==> src/rtl/irq_steer_pkg.sv <==
package irq_steer_pkg;
    // Number of shared PCI interrupt lines; fixed by the rotation rule.
    localparam int LINE_CNT   = 4;
    localparam int PINS_PER_SLOT = 4;
    localparam int ROUTE_W    = 8;

    typedef logic [ROUTE_W-1:0] route_t;
    typedef logic [LINE_CNT-1:0][ROUTE_W-1:0] route_bank_t;

    // Line driven by a given pin of a given slot number.
    function automatic int line_of(input int pin, input int slot_no);
        return (pin + slot_no + LINE_CNT - 1) % LINE_CNT;
    endfunction
endpackage

==> src/rtl/slot_swizzle.sv <==
module slot_swizzle
    import irq_steer_pkg::*;
#(
    parameter int NUM_SLOTS  = 4,
    parameter int FIRST_SLOT = 1,
    localparam int PIN_W     = NUM_SLOTS * PINS_PER_SLOT
) (
    input  logic [PIN_W-1:0]    slot_irq,
    output logic [LINE_CNT-1:0] line_lvl
);
    // Each line is the OR of all pins whose rotation lands on it.
    always_comb begin
        line_lvl = '0;
        for (int s = 0; s < NUM_SLOTS; s++) begin
            for (int p = 0; p < PINS_PER_SLOT; p++) begin
                if (slot_irq[s*PINS_PER_SLOT + p]) begin
                    line_lvl[line_of(p, s + FIRST_SLOT)] = 1'b1;
                end
            end
        end
    end
endmodule

==> src/rtl/route_regfile.sv <==
module route_regfile
    import irq_steer_pkg::*;
#(
    parameter int     ADDR_W      = 8,
    parameter logic [ADDR_W-1:0] BASE_ADDR = 8'h60,
    parameter route_t RESET_ROUTE = 8'h80,
    localparam int    IDX_W       = $clog2(LINE_CNT)
) (
    input  logic              clk,
    input  logic              rst_n,
    input  logic              cfg_wr,
    input  logic [ADDR_W-1:0] cfg_addr,
    input  route_t            cfg_wdata,
    output route_t            cfg_rdata,
    output route_bank_t       routes
);
    logic [ADDR_W-1:0] offset;
    logic              in_win;
    logic [IDX_W-1:0]  idx;

    assign offset = cfg_addr - BASE_ADDR;
    assign in_win = (cfg_addr >= BASE_ADDR) && (offset < ADDR_W'(LINE_CNT));
    assign idx    = offset[IDX_W-1:0];

    always_ff @(posedge clk or negedge rst_n) begin
        if (!rst_n) begin
            routes <= {LINE_CNT{RESET_ROUTE}};
        end else if (cfg_wr && in_win) begin
            routes[idx] <= cfg_wdata;
        end
    end

    assign cfg_rdata = in_win ? routes[idx] : '0;


    wr_lands_chk: assert property (@(posedge clk) disable iff (!rst_n)
        (cfg_wr && in_win) |=> (routes[$past(idx)] == $past(cfg_wdata)));


    stray_wr_chk: assert property (@(posedge clk) disable iff (!rst_n)
        (cfg_wr && !in_win) |=> $stable(routes));


    rst_route_chk: assert property (@(posedge clk) disable iff (!rst_n)
        $rose(rst_n) |-> (routes == {LINE_CNT{RESET_ROUTE}}));
endmodule

==> src/rtl/steer_merge.sv <==
module steer_merge
    import irq_steer_pkg::*;
#(
    parameter int NUM_LEGACY = 16
) (
    input  logic                  clk,
    input  logic                  rst_n,
    input  route_bank_t           routes,
    input  logic [LINE_CNT-1:0]   line_lvl,
    output logic [NUM_LEGACY-1:0] legacy_irq
);
    logic [LINE_CNT-1:0]   routed;
    logic [NUM_LEGACY-1:0] merged;

    // A line takes part only when its byte names an existing output.
    always_comb begin
        for (int n = 0; n < LINE_CNT; n++) begin
            routed[n] = (routes[n] < route_t'(NUM_LEGACY));
        end
    end

    always_comb begin
        merged = '0;
        for (int i = 0; i < NUM_LEGACY; i++) begin
            for (int n = 0; n < LINE_CNT; n++) begin
                if (routed[n] && line_lvl[n] && (routes[n] == route_t'(i))) begin
                    merged[i] = 1'b1;
                end
            end
        end
    end

    always_ff @(posedge clk or negedge rst_n) begin
        if (!rst_n) legacy_irq <= '0;
        else        legacy_irq <= merged;
    end


    none_routed_chk: assert property (@(posedge clk) disable iff (!rst_n)
        (routed == '0) |=> (legacy_irq == '0));


    active_bound_chk: assert property (@(posedge clk) disable iff (!rst_n)
        $countones(legacy_irq) <= LINE_CNT);
endmodule

==> src/rtl/irq_steer_router.sv <==
module irq_steer_router
    import irq_steer_pkg::*;
#(
    parameter int NUM_SLOTS  = 4,
    parameter int FIRST_SLOT = 1,
    parameter int NUM_LEGACY = 16,
    localparam int PIN_W     = NUM_SLOTS * PINS_PER_SLOT
) (
    input  logic                  clk,
    input  logic                  rst_n,
    input  logic                  cfg_wr,
    input  logic [7:0]            cfg_addr,
    input  logic [7:0]            cfg_wdata,
    output logic [7:0]            cfg_rdata,
    input  logic [PIN_W-1:0]      slot_irq,
    output logic [NUM_LEGACY-1:0] legacy_irq
);
    route_bank_t         routes;
    logic [LINE_CNT-1:0] line_lvl;

    slot_swizzle #(
        .NUM_SLOTS (NUM_SLOTS),
        .FIRST_SLOT(FIRST_SLOT)
    ) u_swz (
        .slot_irq(slot_irq),
        .line_lvl(line_lvl)
    );

    route_regfile #(
        .ADDR_W     (8),
        .BASE_ADDR  (8'h60),
        .RESET_ROUTE(8'h80)
    ) u_regs (
        .clk      (clk),
        .rst_n    (rst_n),
        .cfg_wr   (cfg_wr),
        .cfg_addr (cfg_addr),
        .cfg_wdata(cfg_wdata),
        .cfg_rdata(cfg_rdata),
        .routes   (routes)
    );

    steer_merge #(
        .NUM_LEGACY(NUM_LEGACY)
    ) u_merge (
        .clk       (clk),
        .rst_n     (rst_n),
        .routes    (routes),
        .line_lvl  (line_lvl),
        .legacy_irq(legacy_irq)
    );


    quiet_pins_chk: assert property (@(posedge clk) disable iff (!rst_n)
        (slot_irq == '0) |=> (legacy_irq == '0));
endmodule

==> config.mk <==
export PLATFORM = sky130hd
export DESIGN_NAME = irq_steer_router
export DESIGN_NICKNAME = d
export VERILOG_FILES = /design/src/rtl/irq_steer_pkg.sv /design/src/rtl/slot_swizzle.sv /design/src/rtl/route_regfile.sv /design/src/rtl/steer_merge.sv /design/src/rtl/irq_steer_router.sv
export SDC_FILE = /design/constraint.sdc
export NUM_CORES = 1
export LEC_CHECK = 0
export BUFFER_PORTS_ARGS = -buffer_cell sky130_fd_sc_hd__clkbuf_2
export CORE_AREA = 2 2 77 79
export DETAILED_ROUTE_END_ITERATION = 10
export DIE_AREA = 0 0 79 81
export HOLD_SLACK_MARGIN = 0.1
export PLACE_DENSITY_LB_ADDON = 0.08
export RECOVER_POWER = 50
export REMOVE_ABC_BUFFERS = 1
export SETUP_SLACK_MARGIN = 0.02
export SLEW_MARGIN = 20
export SYNTH_ARGS = -nofsm -noshare
export SYNTH_HDL_FRONTEND = slang
export SYNTH_SLANG_ARGS = --single-unit
==> constraint.sdc <==
create_clock -name clk -period 1.5 [get_ports clk]
set_input_delay 0 -clock clk [delete_from_list [all_inputs] [get_ports clk]]
set_output_delay 0 -clock clk [all_outputs]
set_load 0.005 [all_outputs]
# [Word level (Yosys, flattened, before mapping)]
# Cells that the tools add are included.
[totals] elab_cells=235 reg_bits=48
[classes] muxes=86 n_eq_ne=60 n_reduce_logical=75 addsub=1 magnitude_cmp=8
[ops] cell="== test 8 x 4 -> 1 bit, second input constant" n=32
[ops] cell="== test 8 x 3 -> 1 bit, second input constant" n=16
[ops] cell="two-way mux 1 bit" n=80
[ops] cell="logical AND 1 bit" n=71
[ops] cell="== test 8 x 2 -> 1 bit, second input constant" n=8
[ops] cell="bitwise mux 32 bit" n=1
[ops] cell="== test 8 x 1 -> 1 bit, second input constant" n=4
[ops] cell="zero test 8 bit" n=4
[ops] cell="less-than comparator 8 x 5 -> 1 bit, second input constant" n=4
[ops] cell="two-way mux 8 bit" n=3
[ops] cell="binary-select mux 8 bit (select 2 bit)" n=1
[ops] cell="demux 8 bit (select 2 bit)" n=1
[ops] cell="greater-or-equal comparator 8 x 7 -> 1 bit, second input constant" n=1
[ops] cell="less-than comparator 8 x 3 -> 1 bit, second input constant" n=1
[ops] cell="subtractor 8 x 7 -> 8 bit, second input constant" n=1
[ops] cell="less-than comparator 2 x 3 -> 1 bit, second input constant" n=1
[ops] cell="greater-or-equal comparator 2 x 1 -> 1 bit, second input constant" n=1

# [Longest topological paths before layout]
# Gate-level depths: netlist of run 1.
[logic_depth] word_depth=10 mapped_depth=5 mapped_depth_nobuf=5

# [By module]
# From an unflattened synthesis of run 1, not the netlist that was laid out.
[hier_totals] hier_cells=215 hier_area_um2=2618.8
[modules_own_cells] mod="route_regfile" area_each_um2=1544.0 cells_per_inst=93 instances=1
[modules_own_cells] mod="steer_merge" area_each_um2=1044.8 cells_per_inst=118 instances=1
[modules_own_cells] mod="slot_swizzle" area_each_um2=30.0 cells_per_inst=4 instances=1

# [Worst setup path after synthesis of run 1]
# Ideal clock, no wire load.
[synth_path] path_type="input port to flip-flop" startpoint="in cfg_addr[5]" endpoint="reg u_regs.routes[10] in the netlist's numbering" required_time_ps=1375 path_buffers=0 path_slack_ps=-215 path_stages=5 t_arrival_ps=1590 cell_sequence="ha_1 > nor4b_4 > nand4_4 > nor3b_4 > mux2_2"
[synth_via] elab_chain_cells=4
[synth_rtl] item="start: declaration" line="irq_steer_router.sv:12" source="input logic [7:0] cfg_addr,"
[synth_rtl] item="subtractor 8 x 7 -> 8 bit" line="route_regfile.sv:21" source="assign offset = cfg_addr - BASE_ADDR;"
[synth_rtl] item="less-than comparator 8 x 3 -> 1 bit" line="route_regfile.sv:22" source="assign in_win = (cfg_addr >= BASE_ADDR) && (offset < ADDR_W'(LINE_CNT));"
[synth_rtl] item="logical AND 1 bit *" line="route_regfile.sv:22"
[synth_rtl] item="logical AND 1 bit *" line="route_regfile.sv:28" source="end else if (cfg_wr && in_win) begin"
[synth_rtl] item="end signal: assignment" line="route_regfile.sv:27" source="routes <= {LINE_CNT{RESET_ROUTE}};"
[synth_rtl] item="end signal: indexed assignment" line="route_regfile.sv:29" source="routes[idx] <= cfg_wdata;"
[synth_rtl] item="end: declaration" line="route_regfile.sv:15" source="output route_bank_t routes"
# Mark *: on every way between the ends. The rest lies on a longest branch, timed or not.
# A chain may end at the register's enable or synchronous reset.

# [Worst setup path after layout of run 1]
[layout_path] startpoint="reg u_regs.routes[28] in the netlist's numbering" endpoint="reg u_merge.legacy_irq[6]"
[layout_via] elab_chain_cells=4
[layout_rtl] item="less-than comparator 8 x 5 -> 1 bit" line="steer_merge.sv:18" source="routed[n] = (routes[n] < route_t'(NUM_LEGACY));"
[layout_rtl] item="logical AND 1 bit" line="steer_merge.sv:26" source="if (routed[n] && line_lvl[n] && (routes[n] == route_t'(i))) begin"
[layout_rtl] item="logical AND 1 bit *" line="steer_merge.sv:26"
[layout_rtl] item="two-way mux 1 bit *" line="steer_merge.sv:26"
[layout_rtl] item="net u_merge.merged[6]" line="steer_merge.sv:13" source="logic [NUM_LEGACY-1:0] merged;"
[layout_rtl] item="end signal: assignment" line="steer_merge.sv:35" source="else legacy_irq <= merged;"
[layout_rtl] item="end: declaration" line="steer_merge.sv:10" source="output logic [NUM_LEGACY-1:0] legacy_irq"
# The timed path passes the listed nets; every way through them passes the cells marked *.

==> results of run 1 <==
worst register-to-register path, cell delays in order, from the launching register on:
cell,delay (ns)
dfrtp_1,0.43
or4_4,0.57
nor4b_2,0.23
buf_4,0.18
a22oi_2,0.09
o211ai_1,0.12
cell type report:
class                   instances  area share, %
multi-input cells             164          41.06
flip-flops and latches         48          30.50
repair buffers                129          23.69
well taps                      75          2.344
clock buffers                   5          1.719
clock inverters                 3         0.5938
inverters                       1        0.09375
cells by family (layout without fill, tap and decap cells):
kind of cell    Yosys count  after routing  synth area share [%]
flops                    48             48                 45.22
buf+inv                  11            138                 2.110
simple gates            101            101                 25.52
compound gates           22             22                 6.285
fa+ha+maj                 1              1                0.4690
mux                      40             40                 20.40
power groups by stage:
stage	registers (mW)	logic, mW	clock network (mW)
CTS	1.41	0.700	0.807
finish	1.41	0.808	0.777
global route	1.42	0.863	0.860
detailed placement	1.46	0.581	0
global placement	1.46	0.575	0
floorplan	1.44	0.268	0
synth_stat cells (2+ instances only):
library cell	number	area [µm²]
a22oi_1	13	97.59
a32oi_1	2	17.52
and2_1	4	25.02
buf_1	4	15.01
clkbuf_1	2	7.510
dfrtp_1	44	1101
dfstp_2	4	105.1
mux2_2	32	360.4
mux4_2	7	157.7
nand2_1	5	18.77
nand3_1	29	145.1
nand4_1	11	68.82
nand4b_1	2	17.52
nor2_1	10	37.54
nor2b_1	18	112.6
nor3b_4	2	37.54
nor4_1	6	37.54
nor4b_2	4	60.06
o211ai_1	3	22.52
or4_1	2	15.01
or4_4	2	22.52
routing by layer:
| metal | vias up | track usage (%) | wire length, µm |
|---|---|---|---|
| met1 | 1191 | 26.99 | 2885 |
| met4 | 0 | 8.621 | 163 |
| met3 | 16 | 4.000 | 320 |
| li1 | 1121 | - | - |
| met5 | - | 0 | 0 |
| met2 | 88 | 45.42 | 4234 |
timing repair:
action / in CTS / in global routing
pin swaps: 11 / 11
resized for setup: 26 / 55
hold buffers: 9 / 0
cloned: 1 / 0
endpoints found under the hold margin: 76 / 0
setup buffers: 14 / 13
endpoints found under the setup margin: 46 / 52
flip-flops by register name, indices dropped and copies added (netlist names):
signal / cells
u_merge.legacy_irq: 16
u_regs.routes: 32
metrics by stage:
stage	worst slack, ns	total power, mW
3_3_place_gp	-0.3125	2.033
5_1_grt	-0.2530	3.145
6_report	-0.2010	2.998
3_5_place_dp	-0.3541	2.041
4_1_cts	-0.1603	2.922
2_1_floorplan	-0.3213	1.711
path summary, 6_finish.rpt:
path / end / slack [ns] / start / cells past startpoint
max: u_merge.legacy_irq[6] / -0.20 / u_regs.routes[28] / 5
min: u_regs.routes[24] / 0.33 / cfg_wr / 5
max reg2reg: u_merge.legacy_irq[6] / -0.20 / u_regs.routes[28] / 5
min reg2reg: u_regs.routes[26] / 0.54 / u_regs.routes[26] / 1
max in group asynchronous: u_regs.routes[3] / 0.19 / rst_n / 3
min in group asynchronous: u_merge.legacy_irq[14] / 0.53 / rst_n / 3
==> run_results.csv, run 1 <==
group,metric,value,unit
placement,dpl-instance-area,0.003327,mm²
clock_network,cts_tree,"built",
power_and_ir_drop,clkPwrFrac,25.9,%
clock_network,clock_sinks,48,
finish,drive_above_1_share,62.29,%
route,drt_iter0_drc,90,
yosys,ys_seq_area_share,45.22,%
worst_setup_path,path_cells,"or4_4, nor4b_2, buf_4, a22oi_2, o211ai_1",
clock_network,worst_skew_pair.late_latency,0.31,ns
route,num_vias,2416,
sta,finalClockSkew,0.009446,ns
hold_path,min_path_type,"input pin to flip-flop",
finish,multi_input_area,0.001644,mm²
power_and_ir_drop,p_sw_share,29.32,%
power_and_ir_drop,peakVddDrop,0.4767,mV
sta,timing.final.ws_setup,-0.2010,ns
placement,place_inst,383,
yosys,syn_avg_cell_area,11.96,µm²
yosys,synth_cell_types,38,
worst_setup_path,path_max_fanout,4,
sta,worst_pin_slew,1.140,ns
global_route,grt_max_degree,49,
global_route,antenna_found_initial,0,
clock_network,htree_levels,2,
clock_network,ctsRootBufferMaster,"clkbuf_8",
yosys,ys_ff_latch,48,
route,avgViaCountPerCell,5.685,
power_and_ir_drop,combPwrFrac,26.9,%
clock_network,clock_tree.buffer_depth,2,
route,wl_per_cell,17.89,µm
die,initial_core_util,47.00,%
sta,setup-tns-final,-2.902,ns
placement,port_buffers,58,
flow_run,maxCapViolCount,0,
sta,hold_ws,0.3281,ns
finish,most-common-layout-cells,"clkbuf_2, buf_4, dfrtp_1, nand3_1, mux2_2",
worst_setup_path,critPathMaxStageDelay,0.56,ns
worst_setup_path,required,1.73,ns
route,routed_wl,7603,µm
finish,fillCellCount,440,
finish,fin_nets,385,
yosys,yosysWarningCount,0,
worst_setup_path,critPathSlowestCell,"or4_4",
clock_network,path_clk_slew,0.09,ns
yosys,async_flop_share,100.0,%
finish,layout_commonest_cell,"clkbuf_2",
yosys,syn-cell-area,0.002668,mm²
route,detail_route.first_pass.iterations,4,
power_and_ir_drop,p_leak,1.829,nW
sta,rsz0062_at_grt,"yes",
sta,finalMaxSlewViolations,0,
power_and_ir_drop,seqPwrFrac,47.1,%
die,coreArea,0.005675,mm²
route,drc_errors,0,
global_route,grt_remaining_overflow,0,
finish,seqCellArea,0.001221,mm²
finish,areaGrowthSynthToFinish,50.09,%
worst_setup_path,end_kind,"flip-flop",
power_and_ir_drop,power.density,748.7,mW/mm²
worst_setup_path,path_buf_inv,1,
sta,finalHoldViolCount,0,
global_route,grt.total_usage,23.92,%
placement,gp_congestion,0.9302,
global_route,grt_pass1_wl,11550,µm
sta,period_share,113.4,%
status,violations,"negative setup slack",
die,std_cell_rows,28,
die,die_area,0.006399,mm²
finish,antenna_cells,0,
worst_setup_path,critPathKind,"flip-flop to flip-flop",
sta,fin_crit,1.701,ns
finish,final_core_util,70.55,%
power_and_ir_drop,internal-power,2.119,mW
die,io_pins,59,
yosys,synth_edf_count,0,
clock_network,cts_buffers,5,
finish,final_cells,425,
placement,post-dp-hpwl,5290,µm
worst_setup_path,cp.arrival,1.93,ns
die,die_height,81,µm
die,die_w,79,µm
worst_setup_path,cp_top_family,"simple AND/OR/NAND/NOR gates",
finish,finalInstanceArea,0.004004,mm²
sta,max_freq,587.9,MHz
power_and_ir_drop,switching_power,0.8789,mW
yosys,postSynthCellCount,223,
global_route,grt_pass1_vias,2342,
worst_setup_path,startpoint_type,"flip-flop",
sta,maxSlewHeadroom,23.99,%
route,ant_nets,0,
status,status,"finished with violations",
sta,finalSetupViolCount,19,
yosys,synth_flop_cell,"dfrtp_1",
(Power assumes the default switching activity.)
==> run 2, diff against run 1 <==
==> constraint.sdc (replaced) <==
create_clock -name clk -period 1.5 [get_ports clk]
set_input_delay 0 -clock clk [delete_from_list [all_inputs] [get_ports clk]]
set_output_delay 0 -clock clk [all_outputs]
set_load 0.05 [all_outputs]
==> run_results.csv, run 2 (synthesis results as in run 1) <==
group,metric,value,unit
placement,port_buffers,58,
worst_setup_path,cp_top_family,"simple AND/OR/NAND/NOR gates",
worst_setup_path,critPathSlowestCell,"or4_4",
sta,finalSetupViolCount,21,
placement,post-dp-hpwl,5528,µm
finish,top_regs,"u_regs.routes: 32 flops, u_merge.legacy_irq: 16 flops",
status,violations,"negative setup slack",
global_route,grt.total_usage,25.55,%
route,wl_per_cell,18.72,µm
placement,dpl-instance-area,0.003497,mm²
finish,layout_commonest_cell,"buf_4",
finish,largest_register,"u_regs.routes",
die,std_cell_rows,28,
worst_setup_path,path_cells,"or4_4, nor4b_4, buf_4, a22oi_1, o211ai_1",
worst_setup_path,critPathKind,"flip-flop to flip-flop",
die,die_w,79,µm
route,num_vias,2375,
finish,final_cells,425,
placement,gp_congestion,0.9068,
sta,finalClockSkew,0.008151,ns
power_and_ir_drop,peakVddDrop,0.6188,mV
worst_setup_path,critPathMaxStageDelay,0.58,ns
die,io_pins,59,
route,drt_iter0_drc,140,
clock_network,htree_levels,2,
route,ant_nets,0,
global_route,antenna_found_initial,0,
clock_network,ctsRootBufferMaster,"clkbuf_8",
sta,rsz0062_at_grt,"yes",
sta,finalHoldViolCount,0,
clock_network,worst_skew_pair.late_latency,0.30,ns
sta,maxSlewHeadroom,24.21,%
worst_setup_path,path_max_fanout,4,
sta,period_share,112.9,%
worst_setup_path,path_buf_inv,1,
global_route,gr-usage-met1,28.30,%
flow_run,maxCapViolCount,0,
sta,timing.final.ws_setup,-0.1940,ns
route,routed_wl,7954,µm
sta,finalMaxSlewViolations,0,
finish,most-common-layout-cells,"buf_4, clkbuf_2, dfrtp_1, nand3_1, mux2_2",
global_route,grt_pass1_vias,2550,
hold_path,min_path_type,"input pin to flip-flop",
worst_setup_path,cp.arrival,1.90,ns
global_route,met3_usage,4.889,%
finish,finalInstanceArea,0.004153,mm²
finish,areaGrowthSynthToFinish,55.68,%
finish,fin_nets,385,
global_route,grt_pass1_wl,12420,µm
finish,antenna_cells,0,
route,drc_errors,0,
route,avgViaCountPerCell,5.588,
finish,drive_above_1_share,59.14,%
die,die_area,0.006399,mm²
global_route,top_usage_layer,"met2",
clock_network,path_clk_slew,0.09,ns
power_and_ir_drop,p_leak,1.888,nW
die,coreArea,0.005675,mm²
worst_setup_path,required,1.71,ns
die,die_height,81,µm
sta,max_freq,590.3,MHz
die,initial_core_util,47.00,%
placement,place_inst,388,
worst_setup_path,end_kind,"flip-flop",
worst_setup_path,startpoint_type,"flip-flop",
global_route,grt_max_degree,29,
finish,largest_reg_flops,32,
global_route,grt_remaining_overflow,0,
clock_network,cts_tree,"built",
clock_network,clock_tree.buffer_depth,2,
sta,fin_crit,1.694,ns
sta,worst_pin_slew,1.137,ns
power_and_ir_drop,power.density,861.1,mW/mm²
route,detail_route.first_pass.iterations,4,
clock_network,cts_buffers,5,
global_route,met2_usage,47.88,%
clock_network,clock_sinks,48,
status,status,"finished with violations",
run 2: changes by cell type in the layout (fill, tap and decap cells not counted), moves of 5 or more:
cell	delta
dfrtp_1	+6
dfrtp_2	-6
buf_12	+8
a22oi_1	+5
a22oi_2	-5
clkbuf_2	-9
run 2: worst min-delay path, delay by kind of cell:
| kind | cells | cell delay [ns] |
|---|---|---|
| AND/OR/NAND/NOR | 1 | 0.14 |
| buffers and inverters | 2 | 0.29 |
| multiplexers | 1 | 0.13 |
run 2: metrics by stage:
stage	power, mW	setup WS [ns]	setup TNS (ns)	hold slack, ns	util, %
after global placement	2.146	-0.3113	-11.11	0.001763	61.62
after global routing	3.708	-0.2639	-4.789	0.3400	73.17
final	3.576	-0.1940	-2.999	0.2983	73.17
after floorplan	1.794	-0.3213	-9.793	-0.2956	-
after detailed placement	2.157	-0.3469	-12.40	0.007827	61.62
after CTS	3.533	-0.1717	-2.688	0.2143	70.41
run 2: timing repair:
item	CTS	global route
resized for setup	35	35
gates cloned	0	1
endpoints found under the setup margin	45	47
endpoints found under the hold margin	76	0
pin swaps	11	12
hold buffers	9	0
buffers inserted	17	3
run 2: layout make-up:
cell class | count | area (µm²)
clock buffer | 5 | 68.82
clock inverter | 3 | 90.09
fill | 410 | 1523
inverter | 1 | 3.754
multi-input combinational | 164 | 1617
sequential | 48 | 1214
tap | 75 | 93.84
timing repair buffer | 129 | 1066
run 2: path summary, 6_finish.rpt:
path	startpoint	to	slack, ns	cells after the start
max	u_regs.routes[21]	u_merge.legacy_irq[7]	-0.19	5
min	cfg_addr[0]	u_regs.routes[25]	0.30	4
max reg2reg	u_regs.routes[21]	u_merge.legacy_irq[7]	-0.19	5
min reg2reg	u_regs.routes[4]	u_regs.routes[4]	0.56	1
max in group asynchronous	rst_n	u_regs.routes[31]	0.18	3
min in group asynchronous	rst_n	u_merge.legacy_irq[10]	0.43	2
run 2: per-layer routing:
metal	share of wire, %	wire (µm)
met5	0	0
met4	3.1	244
met3	4.1	327
met2	55	4358
met1	38	3023
run 2: where the power goes:
group	switching [mW]	internal, mW	total (mW)
clock network	0.442	0.833	1.27
logic	0.476	0.417	0.893
registers	0.0399	1.37	1.41
==> run 3, diff against run 2 <==
==> constraint.sdc (replaced) <==
create_clock -name clk -period 1.5 [get_ports clk]
set_input_delay 0 -clock clk [delete_from_list [all_inputs] [get_ports clk]]
set_output_delay 0 -clock clk [all_outputs]
set_load 0.02 [all_outputs]
==> run_results.csv, run 3 (synthesis results as in run 1) <==
group,metric,value,unit
route,num_vias,2387,
power_and_ir_drop,power.density,833.7,mW/mm²
power_and_ir_drop,p_sw_share,26.57,%
die,die_w,79,µm
power_and_ir_drop,clkPwrFrac,33.1,%
worst_setup_path,cp.arrival,1.90,ns
route,detail_route.first_pass.iterations,4,
die,io_pins,59,
finish,largest_reg_flops,32,
finish,most-common-layout-cells,"buf_4, dfrtp_1, clkbuf_2, nand3_1, mux2_4",
worst_setup_path,path_max_fanout,4,
sta,fin_crit,1.698,ns
power_and_ir_drop,switching_power,0.8795,mW
sta,setup-tns-final,-2.563,ns
placement,gp_congestion,0.9098,
die,initial_core_util,47.00,%
route,drc_errors,0,
clock_network,clock_sinks,48,
die,die_area,0.006399,mm²
flow_run,maxCapViolCount,0,
power_and_ir_drop,combPwrFrac,24.1,%
global_route,grt_remaining_overflow,0,
route,routed_wl,7601,µm
die,std_cell_rows,28,
route,wl_per_cell,18.18,µm
clock_network,ctsRootBufferMaster,"clkbuf_8",
worst_setup_path,end_kind,"flip-flop",
sta,finalHoldViolCount,0,
global_route,antenna_found_initial,0,
status,violations,"negative setup slack",
power_and_ir_drop,peakVddDrop,0.5467,mV
worst_setup_path,startpoint_type,"flip-flop",
sta,max_freq,589.1,MHz
finish,antenna_cells,0,
finish,fillCellCount,431,
sta,period_share,113.2,%
finish,largest_register,"u_regs.routes",
finish,top_regs,"u_regs.routes: 32 flops, u_merge.legacy_irq: 16 flops",
finish,drive_above_1_share,54.52,%
clock_network,cts_buffers,5,
sta,timing.final.ws_setup,-0.1976,ns
sta,finalClockSkew,0.01390,ns
sta,maxSlewHeadroom,22.88,%
global_route,grt_max_degree,49,
global_route,grt.total_usage,24.54,%
placement,port_buffers,58,
clock_network,path_clk_slew,0.09,ns
finish,layout_commonest_cell,"buf_4",
finish,fin_nets,378,
worst_setup_path,critPathKind,"flip-flop to flip-flop",
sta,hold_ws,0.3247,ns
sta,worst_pin_slew,1.157,ns
clock_network,clock_tree.buffer_depth,2,
placement,post-dp-hpwl,5159,µm
route,avgViaCountPerCell,5.711,
power_and_ir_drop,p_leak,1.781,nW
sta,finalSetupViolCount,21,
power_and_ir_drop,internal-power,2.430,mW
status,status,"finished with violations",
sta,rsz0062_at_grt,"yes",
hold_path,min_path_type,"input pin to flip-flop",
route,drt_iter0_drc,161,
clock_network,htree_levels,2,
clock_network,worst_skew_pair.late_latency,0.30,ns
die,coreArea,0.005675,mm²
finish,areaGrowthSynthToFinish,48.83,%
power_and_ir_drop,seqPwrFrac,42.8,%
worst_setup_path,required,1.70,ns
sta,finalMaxSlewViolations,0,
die,die_height,81,µm
clock_network,cts_tree,"built",
global_route,grt_pass1_wl,11990,µm
route,ant_nets,0,
global_route,grt_pass1_vias,2424,
-- run 3: area by class of cell --
cell class	count	area (µm²)	area share [%]
multi-input cells	164	1633	41.13
inverters	1	3.754	0.09455
well taps	75	93.84	2.364
repair buffers	122	890.9	22.44
clock buffers	6	72.57	1.828
flip-flops and latches	48	1216	30.63
clock inverters	2	60.06	1.513
-- run 3: power groups by stage --
stage	logic (mW)	registers, mW	clock network (mW)
after detailed placement	0.613	1.45	0
final	0.798	1.42	1.09
after global routing	0.859	1.42	1.15
after global placement	0.608	1.45	0
after CTS	0.717	1.41	1.12
after floorplan	0.268	1.47	0
-- run 3: critical path, stage by stage, from the launching register on --
cell and delay [ns]:
dfrtp_1 0.42, or4_4 0.55, nor4b_4 0.29, buf_4 0.16
a22oi_2 0.08, o311ai_2 0.10
-- run 3: routing by layer --
layer	track usage, %	vias up	part of all wire (%)
li1	-	1101	-
met1	29.41	1183	40
met2	44.07	86	52
met3	4.111	17	4.5
met4	9.828	0	3.3
met5	0	-	0
-- run 3: worst paths after layout --
path                       slack [ns]              start  cells after the start               endpoint
setup / recovery                -0.20  u_regs.routes[28]                      5  u_merge.legacy_irq[5]
hold / removal                   0.32        cfg_addr[1]                      4      u_regs.routes[24]
setup reg to reg                -0.20  u_regs.routes[28]                      5  u_merge.legacy_irq[5]
hold reg to reg                  0.56   u_regs.routes[4]                      1       u_regs.routes[4]
max in group asynchronous        0.16              rst_n                      3       u_regs.routes[8]
min in group asynchronous        0.53              rst_n                      3  u_merge.legacy_irq[7]
-- run 3: timing repair --
item,4_1_cts,5_1_grt
setup endpoints to repair,47,48
endpoints found under the hold margin,76,0
cloned,1,0
hold buffers,9,0
pin swaps,12,9
gates resized for setup,30,59
setup buffers,11,5
-- run 3: through the flow --
step | area [µm²] | power, mW | utilization (%) | setup WS [ns] | cells
2_1_floorplan | 2615 | 1.739 | - | -0.3213 | 213
3_3_place_gp | 3329 | 2.061 | 58.66 | -0.3147 | 385
3_5_place_dp | 3329 | 2.066 | 58.66 | -0.3455 | 385
4_1_cts | 3751 | 3.247 | 66.09 | -0.1456 | 414
5_1_grt | 3970 | 3.434 | 69.95 | -0.2765 | 418
6_report | 3970 | 3.310 | 69.95 | -0.1976 | 418
